===== config.mk =====
export PLATFORM = sky130hd
export DESIGN_NAME = eeprom_word_reader
export DESIGN_NICKNAME = d
export VERILOG_FILES = /design/src/rtl/eeprom_rd_pkg.sv /design/src/rtl/eeprom_half_timer.sv /design/src/rtl/eeprom_step_seq.sv /design/src/rtl/eeprom_line_drive.sv /design/src/rtl/eeprom_word_shift.sv /design/src/rtl/eeprom_word_reader.sv
export SDC_FILE = /design/constraint.sdc
export NUM_CORES = 1
export LEC_CHECK = 0
export BUFFER_PORTS_ARGS = -buffer_cell sky130_fd_sc_hd__clkbuf_2
export CAP_MARGIN = 15
export CORE_MARGIN = 10
export CORE_UTILIZATION = 40
export DETAILED_ROUTE_END_ITERATION = 16
export PLACE_DENSITY = 0.63
export SKIP_CTS_REPAIR_TIMING = 1
export SLEW_MARGIN = 20
export SYNTH_ARGS = -nofsm -noshare
export SYNTH_HDL_FRONTEND = slang
export SYNTH_SLANG_ARGS = --single-unit

===== constraint.sdc =====
create_clock -name clk -period 3.89 [get_ports clk]
set_input_delay 0.778 -clock clk [delete_from_list [all_inputs] [get_ports clk]]
set_output_delay 0.778 -clock clk [all_outputs]
set_load 0.01 [all_outputs]

===== src/rtl/eeprom_rd_pkg.sv =====
package eeprom_rd_pkg;

  typedef struct packed {
    logic cs;
    logic sk;
    logic di;
  } ee_lines_t;

  // Step index where the command bits begin
  function automatic int unsigned cmd_first(input int unsigned cmd_w);
    cmd_first = 2;
    if (cmd_w == 0) cmd_first = 2;
  endfunction

  function automatic int unsigned gap_step(input int unsigned cmd_w);
    gap_step = cmd_first(cmd_w) + 2 * cmd_w;
  endfunction

  function automatic int unsigned data_first(input int unsigned cmd_w);
    data_first = gap_step(cmd_w) + 1;
  endfunction

  function automatic int unsigned term_first(input int unsigned cmd_w, input int unsigned data_w);
    term_first = data_first(cmd_w) + 2 * data_w;
  endfunction

  function automatic int unsigned total_steps(input int unsigned cmd_w, input int unsigned data_w);
    total_steps = term_first(cmd_w, data_w) + 2;
  endfunction

  // Line state for a given step of the access
  function automatic ee_lines_t step_lines(input int unsigned step, input logic [31:0] cmd,
                                           input int unsigned cmd_w, input int unsigned data_w);
    ee_lines_t    l;
    int unsigned  idx;
    int unsigned  bitpos;
    l = '0;
    if (step == 1) begin
      l.sk = 1'b1;
    end else if (step >= cmd_first(cmd_w) && step < gap_step(cmd_w)) begin
      idx    = step - cmd_first(cmd_w);
      bitpos = cmd_w - 1 - (idx >> 1);
      l.cs   = 1'b1;
      l.sk   = idx[0];
      l.di   = cmd[bitpos[4:0]];
    end else if (step == gap_step(cmd_w)) begin
      l.cs = 1'b1;
    end else if (step >= data_first(cmd_w) && step < term_first(cmd_w, data_w)) begin
      idx  = step - data_first(cmd_w);
      l.cs = 1'b1;
      l.sk = idx[0];
    end else if (step == term_first(cmd_w, data_w) + 1) begin
      l.sk = 1'b1;
    end
    step_lines = l;
  endfunction

  // True in the clock-high half of a data bit
  function automatic logic is_sample_step(input int unsigned step, input int unsigned cmd_w,
                                          input int unsigned data_w);
    int unsigned idx;
    is_sample_step = 1'b0;
    if (step >= data_first(cmd_w) && step < term_first(cmd_w, data_w)) begin
      idx = step - data_first(cmd_w);
      is_sample_step = idx[0];
    end
  endfunction

endpackage


===== src/rtl/eeprom_half_timer.sv =====
module eeprom_half_timer #(
  parameter int unsigned HALF_DIV = 2
) (
  input  logic clk,
  input  logic rst_n,
  input  logic run_i,
  output logic tick_o
);
  localparam int unsigned CNT_W = (HALF_DIV > 1) ? $clog2(HALF_DIV) : 1;
  localparam logic [CNT_W-1:0] CNT_LAST = CNT_W'(HALF_DIV - 1);

  logic [CNT_W-1:0] cnt_q;

  assign tick_o = run_i && (cnt_q == CNT_LAST);

  always_ff @(posedge clk or negedge rst_n) begin
    if (!rst_n) begin
      cnt_q <= '0;
    end else if (!run_i || tick_o) begin
      cnt_q <= '0;
    end else begin
      cnt_q <= cnt_q + 1'b1;
    end
  end
endmodule


===== src/rtl/eeprom_step_seq.sv =====
module eeprom_step_seq #(
  parameter int unsigned ADDR_W = 6,
  parameter int unsigned CMD_W  = 9,
  parameter int unsigned NSTEPS = 55,
  parameter logic [2:0]  RD_OPC = 3'b110
) (
  input  logic                      clk,
  input  logic                      rst_n,
  input  logic                      start_i,
  input  logic [ADDR_W-1:0]         addr_i,
  input  logic                      tick_i,
  output logic                      busy_o,
  output logic                      done_o,
  output logic                      last_o,
  output logic [$clog2(NSTEPS)-1:0] step_o,
  output logic [CMD_W-1:0]          cmd_o
);
  localparam int unsigned STEP_W = $clog2(NSTEPS);
  localparam logic [STEP_W-1:0] STEP_LAST = STEP_W'(NSTEPS - 1);

  logic accept;

  assign accept = start_i && !busy_o;
  assign last_o = busy_o && tick_i && (step_o == STEP_LAST);

  always_ff @(posedge clk or negedge rst_n) begin
    if (!rst_n) begin
      busy_o <= 1'b0;
      done_o <= 1'b0;
      step_o <= '0;
      cmd_o  <= '0;
    end else begin
      done_o <= 1'b0;
      if (accept) begin
        busy_o <= 1'b1;
        step_o <= '0;
        cmd_o  <= {RD_OPC, addr_i};
      end else if (last_o) begin
        busy_o <= 1'b0;
        done_o <= 1'b1;
        step_o <= '0;
      end else if (busy_o && tick_i) begin
        step_o <= step_o + 1'b1;
      end
    end
  end
endmodule


===== src/rtl/eeprom_line_drive.sv =====
module eeprom_line_drive #(
  parameter int unsigned CMD_W  = 9,
  parameter int unsigned DATA_W = 16,
  parameter int unsigned STEP_W = 6
) (
  input  logic              busy_i,
  input  logic              tick_i,
  input  logic [STEP_W-1:0] step_i,
  input  logic [CMD_W-1:0]  cmd_i,
  output logic              cs_o,
  output logic              sk_o,
  output logic              di_o,
  output logic              sample_o
);
  import eeprom_rd_pkg::*;

  ee_lines_t lines;

  always_comb begin
    lines = '0;
    if (busy_i) lines = step_lines(32'(step_i), 32'(cmd_i), CMD_W, DATA_W);
  end

  assign cs_o     = lines.cs;
  assign sk_o     = lines.sk;
  assign di_o     = lines.di;
  assign sample_o = busy_i && tick_i && is_sample_step(32'(step_i), CMD_W, DATA_W);
endmodule


===== src/rtl/eeprom_word_shift.sv =====
module eeprom_word_shift #(
  parameter int unsigned DATA_W = 16
) (
  input  logic              clk,
  input  logic              rst_n,
  input  logic              sample_i,
  input  logic              load_i,
  input  logic              do_i,
  output logic [DATA_W-1:0] word_o
);
  logic [DATA_W-1:0] shreg_q;

  always_ff @(posedge clk or negedge rst_n) begin
    if (!rst_n) begin
      shreg_q <= '0;
      word_o  <= '0;
    end else begin
      if (sample_i) shreg_q <= {shreg_q[DATA_W-2:0], do_i};
      if (load_i)   word_o  <= shreg_q;
    end
  end
endmodule


===== src/rtl/eeprom_word_reader.sv =====
module eeprom_word_reader #(
  parameter int unsigned ADDR_W   = 6,
  parameter int unsigned DATA_W   = 16,
  parameter int unsigned HALF_DIV = 2,
  parameter logic [2:0]  RD_OPC   = 3'b110
) (
  input  logic              clk,
  input  logic              rst_n,
  input  logic              start_i,
  input  logic [ADDR_W-1:0] addr_i,
  output logic              busy_o,
  output logic              done_o,
  output logic [DATA_W-1:0] data_o,
  output logic              ee_cs_o,
  output logic              ee_sk_o,
  output logic              ee_di_o,
  input  logic              ee_do_i
);
  import eeprom_rd_pkg::*;

  localparam int unsigned CMD_W  = 3 + ADDR_W;
  localparam int unsigned NSTEPS = total_steps(CMD_W, DATA_W);
  localparam int unsigned STEP_W = $clog2(NSTEPS);

  // Internal events, brought out by name for the checker
  logic              tick_w;
  logic              last_w;
  logic              sample_w;
  logic [STEP_W-1:0] step_w;
  logic [CMD_W-1:0]  cmd_w;

  eeprom_half_timer #(.HALF_DIV(HALF_DIV)) u_timer (
    .clk    (clk),
    .rst_n  (rst_n),
    .run_i  (busy_o),
    .tick_o (tick_w)
  );

  eeprom_step_seq #(
    .ADDR_W (ADDR_W),
    .CMD_W  (CMD_W),
    .NSTEPS (NSTEPS),
    .RD_OPC (RD_OPC)
  ) u_seq (
    .clk     (clk),
    .rst_n   (rst_n),
    .start_i (start_i),
    .addr_i  (addr_i),
    .tick_i  (tick_w),
    .busy_o  (busy_o),
    .done_o  (done_o),
    .last_o  (last_w),
    .step_o  (step_w),
    .cmd_o   (cmd_w)
  );

  eeprom_line_drive #(
    .CMD_W  (CMD_W),
    .DATA_W (DATA_W),
    .STEP_W (STEP_W)
  ) u_lines (
    .busy_i   (busy_o),
    .tick_i   (tick_w),
    .step_i   (step_w),
    .cmd_i    (cmd_w),
    .cs_o     (ee_cs_o),
    .sk_o     (ee_sk_o),
    .di_o     (ee_di_o),
    .sample_o (sample_w)
  );

  eeprom_word_shift #(.DATA_W(DATA_W)) u_shift (
    .clk      (clk),
    .rst_n    (rst_n),
    .sample_i (sample_w),
    .load_i   (last_w),
    .do_i     (ee_do_i),
    .word_o   (data_o)
  );
endmodule


==> PnR_summary.wiki <==
{| class="wikitable"
! Metric !! Value
|-
| Highest fanout seen on the critical path || 11
|-
| Arrival @ worst endpoint || 2.48 ns
|-
| Most used cell along the critical path || sky130_fd_sc_hd__mux2i_1
|-
| Detailed Place HPWL || 3.22 mm
|-
| Horizontal extent of the die || 96.6 microns
|-
| Via Count || 1588
|-
| Number of enable flip-flop cells after synthesis || 0
|-
| Total wirelength of the detailed-routed design || 4.44 mm
|-
| Count of cell types in the netlist || 41
|-
| Starting utilization of the core area || 0.418
|-
| Clock skew after layout || ~0.006 ns
|-
| Final count of hold timing violations || 0
|-
| Clock tree from TritonCTS || yes
|-
| Reported leakage power || 0.00139 uW
|-
| Setup TNS || 0 ns
|-
| Critical path cell sequence || inv_1, ha_1, mux4_2, mux2i_1, mux2i_1, nor3b_2, clkbuf_2
|-
| Vias in the first global route || 1662
|-
| DRC viols || 0
|-
| Total gr overflow || 0
|-
| TritonCTS Sinks || between 40 and 50
|-
| Final setup violation count || 0
|-
| DRC marker count from the first detailed-route iteration || 86
|-
| Ports || 31
|-
| Critical Setup Path Class || reg -> out
|-
| Overall die area || 9320 sq um
|-
| Period utilization || 0.837
|-
| Clk Latency, worst-skew pair || 0.29 ns
|-
| Run status || finished, final reports clean
|-
| Number of synthesis warnings || 0
|-
| Nets || 269
|-
| Avg Vias per Cell || 4.89
|-
| Worst-case clock buffer depth || 2
|-
| Startpoint kind of the worst setup timing path || flip-flop
|-
| Number of antenna violations at the first check in global routing || 0
|-
| Cell family contributing the most delay on the critical path || multiplexers
|-
| Max H-tree Level || 2
|-
| Syn_nets || 240
|-
| Highest Clock Rate || between 300 and 400 MHz
|-
| Final count of pins violating max slew || 0
|-
| Peak per-stage delay on the critical path || 0.55 ns
|-
| Synthesized area per cell || 10.5 sq um
|-
| Die span in y || around 97 microns
|-
| Worst IR Drop VDD || 0.328 mV
|-
| Largest net degree at the start of global routing || 26
|-
| Final Worst Setup Slack || between 0.6 and 0.7 ns
|-
| Max-cap violation count || 0
|-
| Post-Synthesis Cells || 223
|-
| Cell row count || 27
|-
| CP endpoint kind || output pin
|-
| Number of detailed-routing iterations run before antenna repair || 4
|-
| Routed wirelength normalized by instance count || 13.7 microns
|-
| Synthesis-to-layout area growth || 12.4%
|-
| Flip-flop and latch count after synthesis || 48
|-
| Summed instance area of the synthesized netlist || about 2300 sq um
|-
| Overall fraction of global-route tracks in use || 0.106
|-
| Buffers and inverters on the worst path || 2
|-
| Number of buffers created by CTS || 5
|-
| Clock Tree Root || sky130_fd_sc_hd__clkbuf_8
|-
| Final core utilization || 0.470
|-
| Standard cell with the maximum stage delay on the critical path || sky130_fd_sc_hd__dfrtp_1
|-
| Final worst path period need || between 3 and 4 ns
|-
| First-pass GRT wire length || 7.94 mm
|-
| Area of the core region || roughly 5600 sq um
|-
| RSZ-0062 raised after global routing || false
|-
| Transition at the pin with the smallest max-transition slack || approximately 0.7 ns
|-
| Layout cells sized above 1 || 0.265
|-
| Worst hold path class || in -> async
|-
| Count of antenna-violating nets left after detailed routing || 0
|-
| Fraction of the yosys area taken by sequential cells || 0.512
|-
| Count of port buffers added during placement || 30
|-
| Worst-case setup slack after placement || ~0.95 ns
|-
| Power density over the cells || roughly 640 nW/um^2
|-
| Ant diodes || 0
|-
| Routability congestion estimate from global placement || 0.842
|-
| Clock slew at reported path FFs || 0.08 ns
|-
| Proportion of synthesized flip-flops having asynchronous set or reset || 1.00
|-
| Required time of the worst setup path || 3.11 ns
|-
| Top FF cell, synth || sky130_fd_sc_hd__dfrtp_1
|-
| Relative slew slack || 0.530
|}
area by class of cell:
type / instances / area (sq um)
fillers: 572 / 2970
flip-flops and latches: 48 / 1200
multi-input cells: 160 / 1060
repair buffers: 31 / 158
well taps: 72 / 90.1
clock buffers: 6 / 72.6
clock inverters: 2 / 35.0
inverters: 6 / 22.5
flip-flops by register name, summed over array words and instances (netlist names):
register,cells
u_seq.cmd_o,7
u_seq.busy_o,1
u_seq.done_o,1
u_seq.step_o,6
u_timer.cnt_q,1
u_shift.word_o,16
u_shift.shreg_q,16
worst register-to-register path, cell delays in order (launching register included):
cell and delay, ns:
sky130_fd_sc_hd__dfrtp_1 0.55, sky130_fd_sc_hd__inv_1 0.17, sky130_fd_sc_hd__ha_1 0.23, sky130_fd_sc_hd__nand2b_1 0.14
sky130_fd_sc_hd__a21oi_1 0.14, sky130_fd_sc_hd__nor2_1 0.09, sky130_fd_sc_hd__o211ai_4 0.58, sky130_fd_sc_hd__mux2_2 0.42
synthesized netlist by cell type, types with 2 or more instances:
master	n	area [sq um]
sky130_fd_sc_hd__a21oi_1	5	25.0
sky130_fd_sc_hd__nor2_1	5	18.8
sky130_fd_sc_hd__nor3_2	2	20.0
sky130_fd_sc_hd__nand2b_1	4	25.0
sky130_fd_sc_hd__xnor2_1	5	43.8
sky130_fd_sc_hd__nand2_1	74	278
sky130_fd_sc_hd__o21ai_0	7	35.0
sky130_fd_sc_hd__buf_2	3	15.0
sky130_fd_sc_hd__buf_4	2	15.0
sky130_fd_sc_hd__and3_1	3	18.8
sky130_fd_sc_hd__nor2b_1	2	12.5
sky130_fd_sc_hd__clkbuf_1	2	7.51
sky130_fd_sc_hd__or3_1	2	12.5
sky130_fd_sc_hd__mux2i_1	3	30.0
sky130_fd_sc_hd__ha_1	7	87.6
sky130_fd_sc_hd__mux2_4	10	150
sky130_fd_sc_hd__o2bb2ai_1	2	17.5
sky130_fd_sc_hd__nand4_1	2	12.5
sky130_fd_sc_hd__mux2_2	7	78.8
sky130_fd_sc_hd__inv_1	5	18.8
sky130_fd_sc_hd__dfrtp_1	48	1200
sky130_fd_sc_hd__nor3_1	4	20.0
worst paths after layout:
kind                                                        to  cells after the start                       startpoint  slack [ns]
worst max-delay path                                   ee_di_o                      7      u_seq.step_o[1]$_DFFE_PN0P_        0.63
worst min-delay path            u_shift.word_o[12]$_DFFE_PN0P_                      1                            rst_n        0.46
worst max register to register  u_shift.shreg_q[1]$_DFFE_PN0P_                      7      u_seq.step_o[1]$_DFFE_PN0P_        1.46
worst min register to register  u_shift.word_o[15]$_DFFE_PN0P_                      2  u_shift.shreg_q[15]$_DFFE_PN0P_        0.48
max in group asynchronous       u_shift.shreg_q[2]$_DFFE_PN0P_                      2                            rst_n        2.68
min in group clk                u_shift.word_o[15]$_DFFE_PN0P_                      2  u_shift.shreg_q[15]$_DFFE_PN0P_        0.48
power breakdown:
group	switching, uW	leakage (uW)	internal (uW)
sequential	125	0.000634	580
combinational	314	0.000699	318
clock	159	0.0000552	191
per-layer routing:
metal	track usage	wire, microns
met4	0.0545	79
met1	0.135	2140
met5	0	0
met2	0.171	2080
met3	0.0170	147
cells in the final DEF, fill, tap and decap left out, types with 2 or more instances in the layout:
master | synthesis | layout
sky130_fd_sc_hd__a21oi_1 | 5 | 5
sky130_fd_sc_hd__and3_1 | 3 | 3
sky130_fd_sc_hd__clkbuf_2 | 0 | 30
sky130_fd_sc_hd__clkbuf_8 | 0 | 5
sky130_fd_sc_hd__dfrtp_1 | 48 | 48
sky130_fd_sc_hd__ha_1 | 7 | 7
sky130_fd_sc_hd__inv_1 | 5 | 5
sky130_fd_sc_hd__mux2_2 | 7 | 7
sky130_fd_sc_hd__mux2_4 | 10 | 10
sky130_fd_sc_hd__mux2i_1 | 3 | 3
sky130_fd_sc_hd__nand2_1 | 74 | 74
sky130_fd_sc_hd__nand2b_1 | 4 | 4
sky130_fd_sc_hd__nand4_1 | 2 | 2
sky130_fd_sc_hd__nor2_1 | 5 | 5
sky130_fd_sc_hd__nor2b_1 | 2 | 2
sky130_fd_sc_hd__nor3_1 | 4 | 4
sky130_fd_sc_hd__nor3_2 | 2 | 2
sky130_fd_sc_hd__o21ai_0 | 7 | 7
sky130_fd_sc_hd__o2bb2ai_1 | 2 | 2
sky130_fd_sc_hd__or3_1 | 2 | 2
sky130_fd_sc_hd__xnor2_1 | 5 | 5
logic make-up (layout without fill, tap and decap cells):
group,count (synthesis),after routing,synth area share
XOR/XNOR,5,5,0.0187
adder cells (fa/ha/maj),7,7,0.0374
buffers and inverters,15,45,0.0368
flip-flops,48,48,0.512
AND/OR/NAND/NOR,104,104,0.205
AO/OA/AOI/OAI,23,23,0.0694
multiplexers,21,21,0.120
metrics by stage:
step / area [sq um] / hold slack, ns / std cells / total power [uW]
floorplan: 2340 / 0.439 / 223 / 1220
detailed placement: 2530 / 0.462 / 317 / 1350
global placement: 2530 / 0.456 / 317 / 1340
global route: 2640 / 0.496 / 325 / 1820
CTS: 2640 / 0.471 / 325 / 1710
finish: 2640 / 0.459 / 325 / 1690
No activity file was read; power rests on OpenSTA's default activity.
